===== config.mk =====
export PLATFORM = sky130hd
export DESIGN_NAME = bitcond_irq_mon
export DESIGN_NICKNAME = d
export VERILOG_FILES = /design/src/rtl/bitcond_pkg.sv /design/src/rtl/bitcond_sync.sv /design/src/rtl/bitcond_cfg.sv /design/src/rtl/bitcond_eval.sv /design/src/rtl/bitcond_irq_mon.sv
export SDC_FILE = /design/constraint.sdc
export NUM_CORES = 1
export LEC_CHECK = 0
export BUFFER_PORTS_ARGS = -buffer_cell sky130_fd_sc_hd__buf_2
export CAP_MARGIN = 20
export CORE_ASPECT_RATIO = 1.25
export CORE_UTILIZATION = 40
export DETAILED_ROUTE_END_ITERATION = 12
export REMOVE_ABC_BUFFERS = 1
export SKIP_LAST_GASP = 1
export SLEW_MARGIN = 5
export SYNTH_ARGS = -nofsm -noshare
export SYNTH_HDL_FRONTEND = slang
export SYNTH_HIERARCHICAL = 1
export SYNTH_SLANG_ARGS = --single-unit

===== constraint.sdc =====
create_clock -name clk -period 2.57 [get_ports clk]
set_input_delay 0.1285 -clock clk [delete_from_list [all_inputs] [get_ports clk]]
set_output_delay 0.1285 -clock clk [all_outputs]
set_load 0.02 [all_outputs]

===== src/rtl/bitcond_pkg.sv =====
package bitcond_pkg;
  localparam int LINE_W = 8;
  localparam int SYNC_STAGES = 2;

  typedef struct packed {
    logic and_mode;  // 1: all monitored lines must match
    logic level;     // 1: a line matches when high
  } cond_t;

  localparam int COND_W = $bits(cond_t);
  localparam cond_t COND_RESET = '{and_mode: 1'b0, level: 1'b1};
endpackage


===== src/rtl/bitcond_sync.sv =====
module bitcond_sync #(
  parameter int W = 8,
  parameter int STAGES = 2
) (
  input  logic         clk,
  input  logic         rst_n,
  input  logic         clr,
  input  logic [W-1:0] d,
  output logic [W-1:0] q
);
  logic [W-1:0] stage_q [STAGES];

  generate
    for (genvar s = 0; s < STAGES; s++) begin : g_stage
      always_ff @(posedge clk or negedge rst_n) begin
        if (!rst_n) begin
          stage_q[s] <= '0;
        end else if (clr) begin
          stage_q[s] <= '0;
        end else begin
          if (s == 0) stage_q[s] <= d;
          else        stage_q[s] <= stage_q[(s == 0) ? 0 : s-1];
        end
      end
    end
  endgenerate

  assign q = stage_q[STAGES-1];
endmodule


===== src/rtl/bitcond_cfg.sv =====
module bitcond_cfg
  import bitcond_pkg::*;
#(
  parameter int W = 8
) (
  input  logic         clk,
  input  logic         rst_n,
  input  logic         clr,
  input  logic         mask_we,
  input  logic [W-1:0] mask_wdata,
  input  logic         cond_we,
  input  cond_t        cond_wdata,
  input  logic         en_we,
  input  logic         en_wdata,
  output logic [W-1:0] mask_q,
  output cond_t        cond_q,
  output logic         en_q
);
  localparam logic [W-1:0] ALL_MASKED = '1;

  logic mask_accept;
  assign mask_accept = mask_we && (mask_wdata != ALL_MASKED);

  always_ff @(posedge clk or negedge rst_n) begin
    if (!rst_n) begin
      mask_q <= '0;
      cond_q <= COND_RESET;
      en_q   <= 1'b0;
    end else if (clr) begin
      mask_q <= '0;
      cond_q <= COND_RESET;
      en_q   <= 1'b0;
    end else begin
      if (mask_accept) mask_q <= mask_wdata;
      if (cond_we)     cond_q <= cond_wdata;
      if (en_we)       en_q   <= en_wdata;
    end
  end
endmodule


===== src/rtl/bitcond_eval.sv =====
module bitcond_eval
  import bitcond_pkg::*;
#(
  parameter int W = 8
) (
  input  logic [W-1:0] lines_s,
  input  logic [W-1:0] mask,
  input  cond_t        cond,
  output logic         hit
);
  logic [W-1:0] match;

  generate
    for (genvar i = 0; i < W; i++) begin : g_line
      assign match[i] = (lines_s[i] == cond.level);
    end
  endgenerate

  logic all_hit, any_hit;
  assign all_hit = &(match | mask);
  assign any_hit = |(match & ~mask);
  assign hit     = cond.and_mode ? all_hit : any_hit;
endmodule


===== src/rtl/bitcond_irq_mon.sv =====
module bitcond_irq_mon
  import bitcond_pkg::*;
#(
  parameter int W = LINE_W,
  parameter int STAGES = SYNC_STAGES
) (
  input  logic         clk,
  input  logic         rst_n,
  input  logic         clr,
  input  logic [W-1:0] lines,
  input  logic         mask_we,
  input  logic [W-1:0] mask_wdata,
  input  logic         cond_we,
  input  logic [1:0]   cond_wdata,
  input  logic         en_we,
  input  logic         en_wdata,
  output logic         irq_n,
  output logic         int_status
);
  logic [W-1:0] lines_s;
  logic [W-1:0] mask_q;
  cond_t        cond_q;
  logic         en_q;
  logic         hit;
  logic         status_q;
  logic         cfg_busy;

  bitcond_sync #(.W(W), .STAGES(STAGES)) u_sync (
    .clk(clk), .rst_n(rst_n), .clr(clr), .d(lines), .q(lines_s)
  );

  bitcond_cfg #(.W(W)) u_cfg (
    .clk(clk), .rst_n(rst_n), .clr(clr),
    .mask_we(mask_we), .mask_wdata(mask_wdata),
    .cond_we(cond_we), .cond_wdata(cond_t'(cond_wdata)),
    .en_we(en_we), .en_wdata(en_wdata),
    .mask_q(mask_q), .cond_q(cond_q), .en_q(en_q)
  );

  bitcond_eval #(.W(W)) u_eval (
    .lines_s(lines_s), .mask(mask_q), .cond(cond_q), .hit(hit)
  );

  always_ff @(posedge clk or negedge rst_n) begin
    if (!rst_n)   status_q <= 1'b0;
    else if (clr) status_q <= 1'b0;
    else          status_q <= hit;
  end

  assign cfg_busy   = mask_we | cond_we | en_we;
  assign int_status = status_q;
  assign irq_n      = ~(status_q & en_q & ~cfg_busy);
endmodule


* Word level (Yosys, flattened, before mapping)
Cells that the tools add are included.
** Cells by class
- Mux-type cells :: 10
- Equal/unequal tests :: 9
- Bitwise operators :: 9
- Reductions and logical operators :: 6
** Operators with widths (count)
- two-way mux 8 bit :: 4
- AND 8 bit :: 1
- == test 1 bit :: 8
- inequality test 8 bit (second input constant) :: 1
- inverter 8 bit :: 1
- bitwise OR 8 bit :: 1
- AND reduction 8 bit :: 1
- OR reduction 8 bit :: 1
- nonzero test 2 bit :: 3
- two-way mux 1 bit :: 4
- two-way mux 2 bit :: 2
- AND 1 bit :: 2
- inverter 1 bit :: 2
- bitwise OR 1 bit :: 2
- logical AND 1 bit :: 1
** Storage, ports and cells
- Input bits :: 25
- Register bits :: 28
- Output and inout port bits :: 2

* Logic depth before layout (Yosys ltp)
Gate-level depths: netlist of run 1.
- Word-level depth :: 5
- Gate-level depth with buffers :: 6
- Gate-level depth less buffers :: 5

* Modules after synthesis
Netlist of run 1, hierarchy kept.
** Modules (own cells, without submodules)
- bitcond_sync :: instances 1, cells each 41, seq. area each 400.4 µm², area an instance 604.3 µm²
- bitcond_cfg :: instances 1, cells each 53, seq. area each 276.5 µm², area an instance 574.3 µm²
- bitcond_eval :: instances 1, cells each 21, seq. area each 0.0 µm², area an instance 143.9 µm²
- bitcond_irq_mon :: instances 1, cells each 4, seq. area each 25.0 µm², area an instance 42.5 µm²

* Worst setup path after synthesis of run 1
OpenSTA, ideal clock, no wires.
- Path kind :: register to register
- Start :: reg u_sync.stage_q, in the netlist u_sync/q[4]
- End :: reg status_q, in the netlist int_status
- Stages on the path, launching flop included :: 7
- Arrival time :: 1245 ps
- Setup time :: 118 ps
- Required time :: 2452 ps
- Path slack :: 1207 ps
- Path through :: dfrtp_1 -> buf_4 -> nand2b_1 -> o2111ai_1 -> o311a_1 -> a31o_1 -> nor2b_1
** On the way
- Word-level cells in the longest chain between the ends :: 5
- Elaborated cells on any way between the ends :: 7
- Classes of those cells :: eq/ne (1); mux (2); bitwise (2); reduce/logical (2)
** Ends and longest elaborated chain
- start, declared :: line bitcond_sync.sv:11 : logic [W-1:0] stage_q [STAGES];
- start signal, assigned by index :: line bitcond_sync.sv:22 : else stage_q[s] <= stage_q[(s == 0) ? 0 : s-1];
- == test 1 bit (*) :: line bitcond_eval.sv:15 : assign match[i] = (lines_s[i] == cond.level);
- AND 8 bit or bitwise OR 8 bit (tied branches) :: line bitcond_eval.sv:21, bitcond_eval.sv:20
- OR reduction 8 bit or AND reduction 8 bit (tied branches) :: line bitcond_eval.sv:21, bitcond_eval.sv:20
- two-way mux 1 bit (*) :: line bitcond_eval.sv:22 : assign hit = cond.and_mode ? all_hit : any_hit;
- named net hit :: line bitcond_irq_mon.sv:24 : logic hit;
- two-way mux 1 bit (*) :: line bitcond_irq_mon.sv:46 : else if (clr) status_q <= 1'b0;
- end signal, assigned :: line bitcond_irq_mon.sv:47 : else status_q <= hit;
- end, declared :: line bitcond_irq_mon.sv:25 : logic status_q;
Mark *: on every way through the listed nets, which the timed path passes. The rest lies on a longest branch.
A chain may end at the register's enable or synchronous reset.

* Worst setup path after layout of run 1
- Start :: reg u_cfg.mask_q[4]
- End :: reg status_q, in the netlist int_status
** On the way
- Word-level cells in the longest chain between the ends :: 5
- Elaborated cells on any way between the ends :: 7
- Classes of those cells :: mux (2); bitwise (3); reduce/logical (2)
** Ends and longest elaborated chain
- start, declared :: line bitcond_cfg.sv:15 : output logic [W-1:0] mask_q,
- start signal, assigned :: line bitcond_cfg.sv:34 : if (mask_accept) mask_q <= mask_wdata;
- inverter 8 bit :: line bitcond_eval.sv:21 : assign any_hit = |(match & ~mask);
- AND 8 bit :: line bitcond_eval.sv:21
- OR reduction 8 bit :: line bitcond_eval.sv:21
- two-way mux 1 bit (*) :: line bitcond_eval.sv:22
- named net hit :: line bitcond_irq_mon.sv:24
- two-way mux 1 bit (*) :: line bitcond_irq_mon.sv:46
Marked as above.

==> results of run 1 <==
[cells by family after synthesis]
group,synth area share [%]
buf+inv,11.5
flops,51.4
compound gates,19.0
simple gates,16.6
mux,1.47
[power breakdown]
part,switching [mW],leakage (nW),internal (mW)
logic,0.0576,0.319,0.0506
registers,0.0141,0.364,0.465
clock network,0.120,0.0357,0.208
total,0.192,0.720,0.724
[through the flow]
step / setup WS (ns) / cell area, um2
3_5_place_dp: 1.17 / 1460
2_1_floorplan: 1.30 / 1280
3_3_place_gp: 1.21 / 1460
6_report: 1.14 / 1540
4_1_cts: 1.15 / 1540
5_1_grt: 1.06 / 1540
[registers in the layout (all words and copies together) (netlist names)]
register,count
u_sync/q,8
u_sync/stage_q,8
u_cfg/en_q,1
int_status,1
u_cfg/cond_q,2
u_cfg/mask_q,8
[worst max-delay path: stages, from the launching register on]
cell and delay [ns]:
dfrtp_1 0.37, nand2b_1 0.11, o2111ai_1 0.15, o311a_1 0.37, a31o_1 0.18, nor2b_1 0.12
[worst paths after layout]
check / end / slack, ns / cells past startpoint
max: int_status / 1.14 / 5
min: u_sync/stage_q[12] / 0.07 / 2
max reg2reg: int_status / 1.14 / 5
min reg2reg: u_sync/q[3] / 0.47 / 1
max in group asynchronous: u_sync/q[0] / 1.78 / 2
min in group asynchronous: u_sync/q[2] / 0.39 / 2
[cells in the final DEF (no fill, tap or decap), types with 2 or more instances in the layout]
| master | count |
|---|---|
| buf_2 | 26 |
| o41ai_1 | 6 |
| a221oi_1 | 6 |
| clkbuf_8 | 3 |
| a221oi_2 | 2 |
| nor2b_1 | 5 |
| inv_2 | 4 |
| mux2i_1 | 2 |
| nand4_1 | 2 |
| o22ai_1 | 4 |
| nand2b_1 | 7 |
| dfrtp_1 | 27 |
| nor2_1 | 2 |
| and2b_2 | 6 |
| o2111ai_1 | 2 |
| inv_1 | 15 |
| o41ai_2 | 3 |
| nor2b_2 | 7 |
[cell type report]
type                    instances  share of cell area, %
clock inverters                 1                   1.95
well taps                      37                   3.01
multi-input cells              61                   32.9
repair buffers                 27                   9.12
inverters                      19                   4.64
clock buffers                   3                   2.69
flip-flops and latches         28                   45.7
[repair_timing]
action | in CTS | in global routing
hold endpoints to repair | 27 | 0
hold buffers | 1 | 0
gates resized for setup | 0 | 0
[layer usage]
layer	GRT usage, %	up-vias	part of all wire [%]
met2	26.5	23	53
met5	0	-	0
li1	-	456	-
met1	13.7	433	42
met3	4.28	4	4.0
met4	4.81	0	1.5
==> impl_metrics.csv, run 1 <==
group,metric,value,unit
hold_path,hold_path_class,"input pin to flop",
logic_synthesis,synth_edf_count,0,
cells_and_area,seq_area,702,um2
logic_synthesis,synth_most_common_cell,"dfrtp_1",
sta,post-route-min-period,1.43,ns
logic_synthesis,syn_avg_cell_area,11.5,um2
cells_and_area,layout-drive-gt1-share,38.1,%
logic_synthesis,synth_top_cell_by_area,"dfrtp_1",
worst_setup_path,critPathArrivalTime,1.56,ns
logic_synthesis,synth_seq_cells,28,
power_and_ir_drop,cellPowerDensity,596,nW/um2
route,avgViaCountPerCell,5.20,
hold_path,hp-start,"lines[4]",
sta,fmax,0.701,GHz
route,wl_per_cell,12.2,um
power_and_ir_drop,vdd_drop_max,392,uV
global_routing,grt_pass1_wl,3710,um
logic_synthesis,yosys_most_used_dff,"dfrtp_1",
sta,finalSetupTns,0,ns
global_routing,grt_overflow,0,
logic_synthesis,yosysWarnings,6,
clocking,cts_tree,"yes",
cells_and_area,multi_input_area,505,um2
cells_and_area,n_fill_cell,293,
die,dieWidth,54.3,um
global_routing,grt_max_degree,29,
route,drt-pass1-iter-count,4,
clocking,max-clock-path-buffers,2,
worst_setup_path,startpoint,"u_cfg/mask_q[4]",
global_routing,grt_usage,14.0,%
sta,setup_viol,0,
die,fp.dieH,67.3,um
placed_design,hpwl,1610,um
logic_synthesis,synth_top_area_share,49.5,%
job,max-cap-violations,0,
clocking,cts_setup_buffers,0,
sta,hold_viol_final,0,
placed_design,place_congestion,0.818,
power_and_ir_drop,total_power,0.916,mW
cells_and_area,final_cells,176,
sta,finalCritPeriodShare,55.5,%
logic_synthesis,yosysUniqueCellTypes,27,
route,drc,0,
sta,worstMarginPinSlew,0.594,ns
worst_setup_path,cp-start-kind,"flop",
die,rows,23,
clocking,clk_latency,0.26,ns
die,dieArea,3650,um2
route,ant_nets,0,
route,vias,916,
logic_synthesis,seq_area_frac_synth,51.4,%
placed_design,dpl.cell_count,171,
die,io_pins,27,
placed_design,portBuffers,26,
die,core_area,3220,um2
worst_setup_path,end_kind,"flop",
clocking,clock-sinks,28,
power_and_ir_drop,p_leak,0.720,nW
worst_setup_path,worstPathMaxFanout,3,
logic_synthesis,synthArstFlopShare,100,%
clocking,cts_buffers,3,
worst_setup_path,r2r_start,"u_cfg/mask_q[4]",
worst_setup_path,cp.required,2.70,ns
sta,rsz0062_at_grt,"false",
route,drtIter0Drc,10,
worst_setup_path,path_class,"flop to flop",
sta,skew,0.00501,ns
sta,drv_slew,0,
cells_and_area,fin_util,47.7,%
die,initial_core_util,42.4,%
run_status,status,"complete, no violations",
sta,relSlewSlack,60.4,%
clocking,clockRootBuffer,"clkbuf_8",
clocking,h-tree-depth,1,
route,wirelength,2140,um
logic_synthesis,synthTopCellsByCount,"27 x dfrtp_1, 15 x inv_1, 8 x buf_4",
global_routing,grt_pass1_vias,932,
logic_synthesis,postSynthCellCount,119,
cells_and_area,diodes,0,
global_routing,antenna_found_initial,0,
sta,holdWs,0.0744,ns
logic_synthesis,netlist_area,1370,um2
cells_and_area,area_delta_synth_final,12.6,%
clocking,cts.reportedPaths.clkPinSlew,0.09,ns
cells_and_area,nets,165,
logic_synthesis,synth_area_leaders,"dfrtp_1 49%, nor2b_2 4.5%, buf_4 4.4%",
No activity file was read; power rests on OpenSTA's default activity.
==> run 2: changes to the inputs <==
==> constraint.sdc (replaced) <==
create_clock -name clk -period 1.45 [get_ports clk]
set_input_delay 0.0725 -clock clk [delete_from_list [all_inputs] [get_ports clk]]
set_output_delay 0.0725 -clock clk [all_outputs]
set_load 0.02 [all_outputs]
==> run 2 against run 1 <==
Register-to-register slack worse by 1.1 ns; critical path depth is the same; clock power is 27% higher; global-route usage rose by 1.2 points; final area is 1.5% higher; setup slack worse by 1.1 ns; cell count increased by 1.7%; sequential power rose by 78%; combinational power is 92% higher.
==> impl_metrics.csv, run 2 (synthesized netlist as in run 1, its figures left out) <==
group,metric,value,unit
run_status,status,"complete, no violations",
clocking,cts_buffers,3,
clocking,cts_tree,"yes",
die,rows,23,
sta,post-route-min-period,1.43,ns
route,drt-pass1-iter-count,4,
clocking,h-tree-depth,1,
worst_setup_path,crit_buf_inv,0,
global_routing,antenna_found_initial,0,
worst_setup_path,rrSetupSlack,0.02,ns
cells_and_area,layout-drive-gt1-share,41.5,%
power_and_ir_drop,seq_power_share,57.8,%
route,wirelength,2390,um
sta,setup_viol,0,
placed_design,portBuffers,26,
cells_and_area,nets,168,
die,initial_core_util,42.4,%
worst_setup_path,path_class,"flop to flop",
sta,fmax,0.702,GHz
sta,relSlewSlack,60.1,%
hold_path,hold_path_class,"input pin to flop",
clocking,clk_latency,0.26,ns
power_and_ir_drop,netSwitchingPower,0.354,mW
worst_setup_path,cp_cell_sequence,"nand2b_1, o2111ai_2, o311a_1, a31o_1, nor2b_1",
worst_setup_path,critPathSlowestCell,"dfrtp_1",
clocking,max-clock-path-buffers,2,
cells_and_area,final_cell_mix,"27 x dfrtp_1, 26 x buf_2, 15 x inv_1, 7 x nor2b_2",
power_and_ir_drop,power_frac_clock,28.2,%
cells_and_area,fin_util,48.4,%
die,fp.dieH,67.3,um
die,io_pins,27,
global_routing,grt_usage,15.2,%
sta,rsz0062_at_grt,"true",
die,dieArea,3650,um2
job,max-cap-violations,0,
cells_and_area,diodes,0,
power_and_ir_drop,cellPowerDensity,946,nW/um2
route,vias,941,
cells_and_area,final_common_cell,"dfrtp_1",
sta,worstMarginPinSlew,0.598,ns
worst_setup_path,cp.required,1.59,ns
global_routing,grt_max_degree,29,
worst_setup_path,critPathArrivalTime,1.57,ns
clocking,clockRootBuffer,"clkbuf_8",
power_and_ir_drop,vdd_drop_max,578,uV
clocking,clock-sinks,28,
sta,skew,0.00438,ns
placed_design,hpwl,1750,um
worst_setup_path,cpPeakStageDelay,0.39,ns
route,avgViaCountPerCell,5.26,
die,core_area,3220,um2
power_and_ir_drop,cell_internal_pwr,1.12,mW
route,wl_per_cell,13.4,um
placed_design,place_congestion,0.831,
worst_setup_path,worstPathMaxFanout,3,
cells_and_area,area_delta_synth_final,14.2,%
sta,finalCritPeriodShare,98.3,%
power_and_ir_drop,switching_share,24.0,%
global_routing,grt_overflow,0,
route,drtIter0Drc,19,
sta,hold_viol_final,0,
sta,drv_slew,0,
worst_setup_path,cp-start-kind,"flop",
power_and_ir_drop,comb_power_share,14.0,%
sta,holdWs,0.0169,ns
clocking,cts.reportedPaths.clkPinSlew,0.09,ns
global_routing,grt_pass1_vias,929,
worst_setup_path,crit_family,"compound AO/OA/AOI/OAI gates",
power_and_ir_drop,p_leak,0.731,nW
worst_setup_path,end_kind,"flop",
die,dieWidth,54.3,um
route,drc,0,
global_routing,grt_pass1_wl,3970,um
route,ant_nets,0,
run 2: cell count changes in the layout (fill, tap and decap cells not counted), sizes merged:
cell	change
clkbuf	+1
bufinv	-1
buf	+3
run 2: final timing paths:
path / start / to / cells past startpoint
min in group asynchronous: rst_n / u_sync/stage_q[13] / 2
setup / recovery: u_cfg/mask_q[1] / int_status / 5
hold reg to reg: u_sync/stage_q[11] / u_sync/q[3] / 1
max in group asynchronous: rst_n / u_cfg/mask_q[7] / 2
setup reg to reg: u_cfg/mask_q[1] / int_status / 5
hold / removal: lines[3] / u_sync/stage_q[11] / 2
run 2: metrics by stage:
step                      TNS [ns]  area (um2)  worst slack (ns)  instances  total power, mW
after detailed placement         0        1460            0.0435        172             1.06
after global placement           0        1460            0.0966        172             1.05
after floorplan                  0        1280             0.176        108            0.962
final                            0        1560            0.0249        179             1.47
after global routing       -0.0463        1560           -0.0463        179             1.56
after CTS                        0        1520            0.0303        177             1.48
run 2: final cells by class:
type | instances | area [um2]
Clock buffer | 4 | 45.0
Tap cell | 37 | 46.3
Fill cell | 293 | 1660
Sequential cell | 28 | 702
Timing Repair Buffer | 30 | 163
Inverter | 19 | 71.3
Multi-Input combinational cell | 61 | 532
run 2: repair_timing:
item	CTS	global route
hold buffers	1	0
hold endpoints to repair	27	0
buffers inserted	0	2
setup endpoints to repair	0	1
gates resized for setup	0	4
run 2: layer usage:
metal  wire length [um]  vias to the layer above  track usage (%)
met5                  0                        -                0
met4                 12                        0             4.81
met3                 79                        2             2.70
met2               1310                       20             27.9
met1                992                      463             17.1
li1                   -                      456                -
run 2: power groups by stage:
| stage | clock (mW) | sequential [mW] | combinational [mW] |
|---|---|---|---|
| 2_1_floorplan | 0 | 0.861 | 0.101 |
| 3_3_place_gp | 0 | 0.863 | 0.188 |
| 3_5_place_dp | 0 | 0.866 | 0.195 |
| 4_1_cts | 0.430 | 0.851 | 0.198 |
| 5_1_grt | 0.470 | 0.858 | 0.230 |
| 6_report | 0.416 | 0.852 | 0.207 |
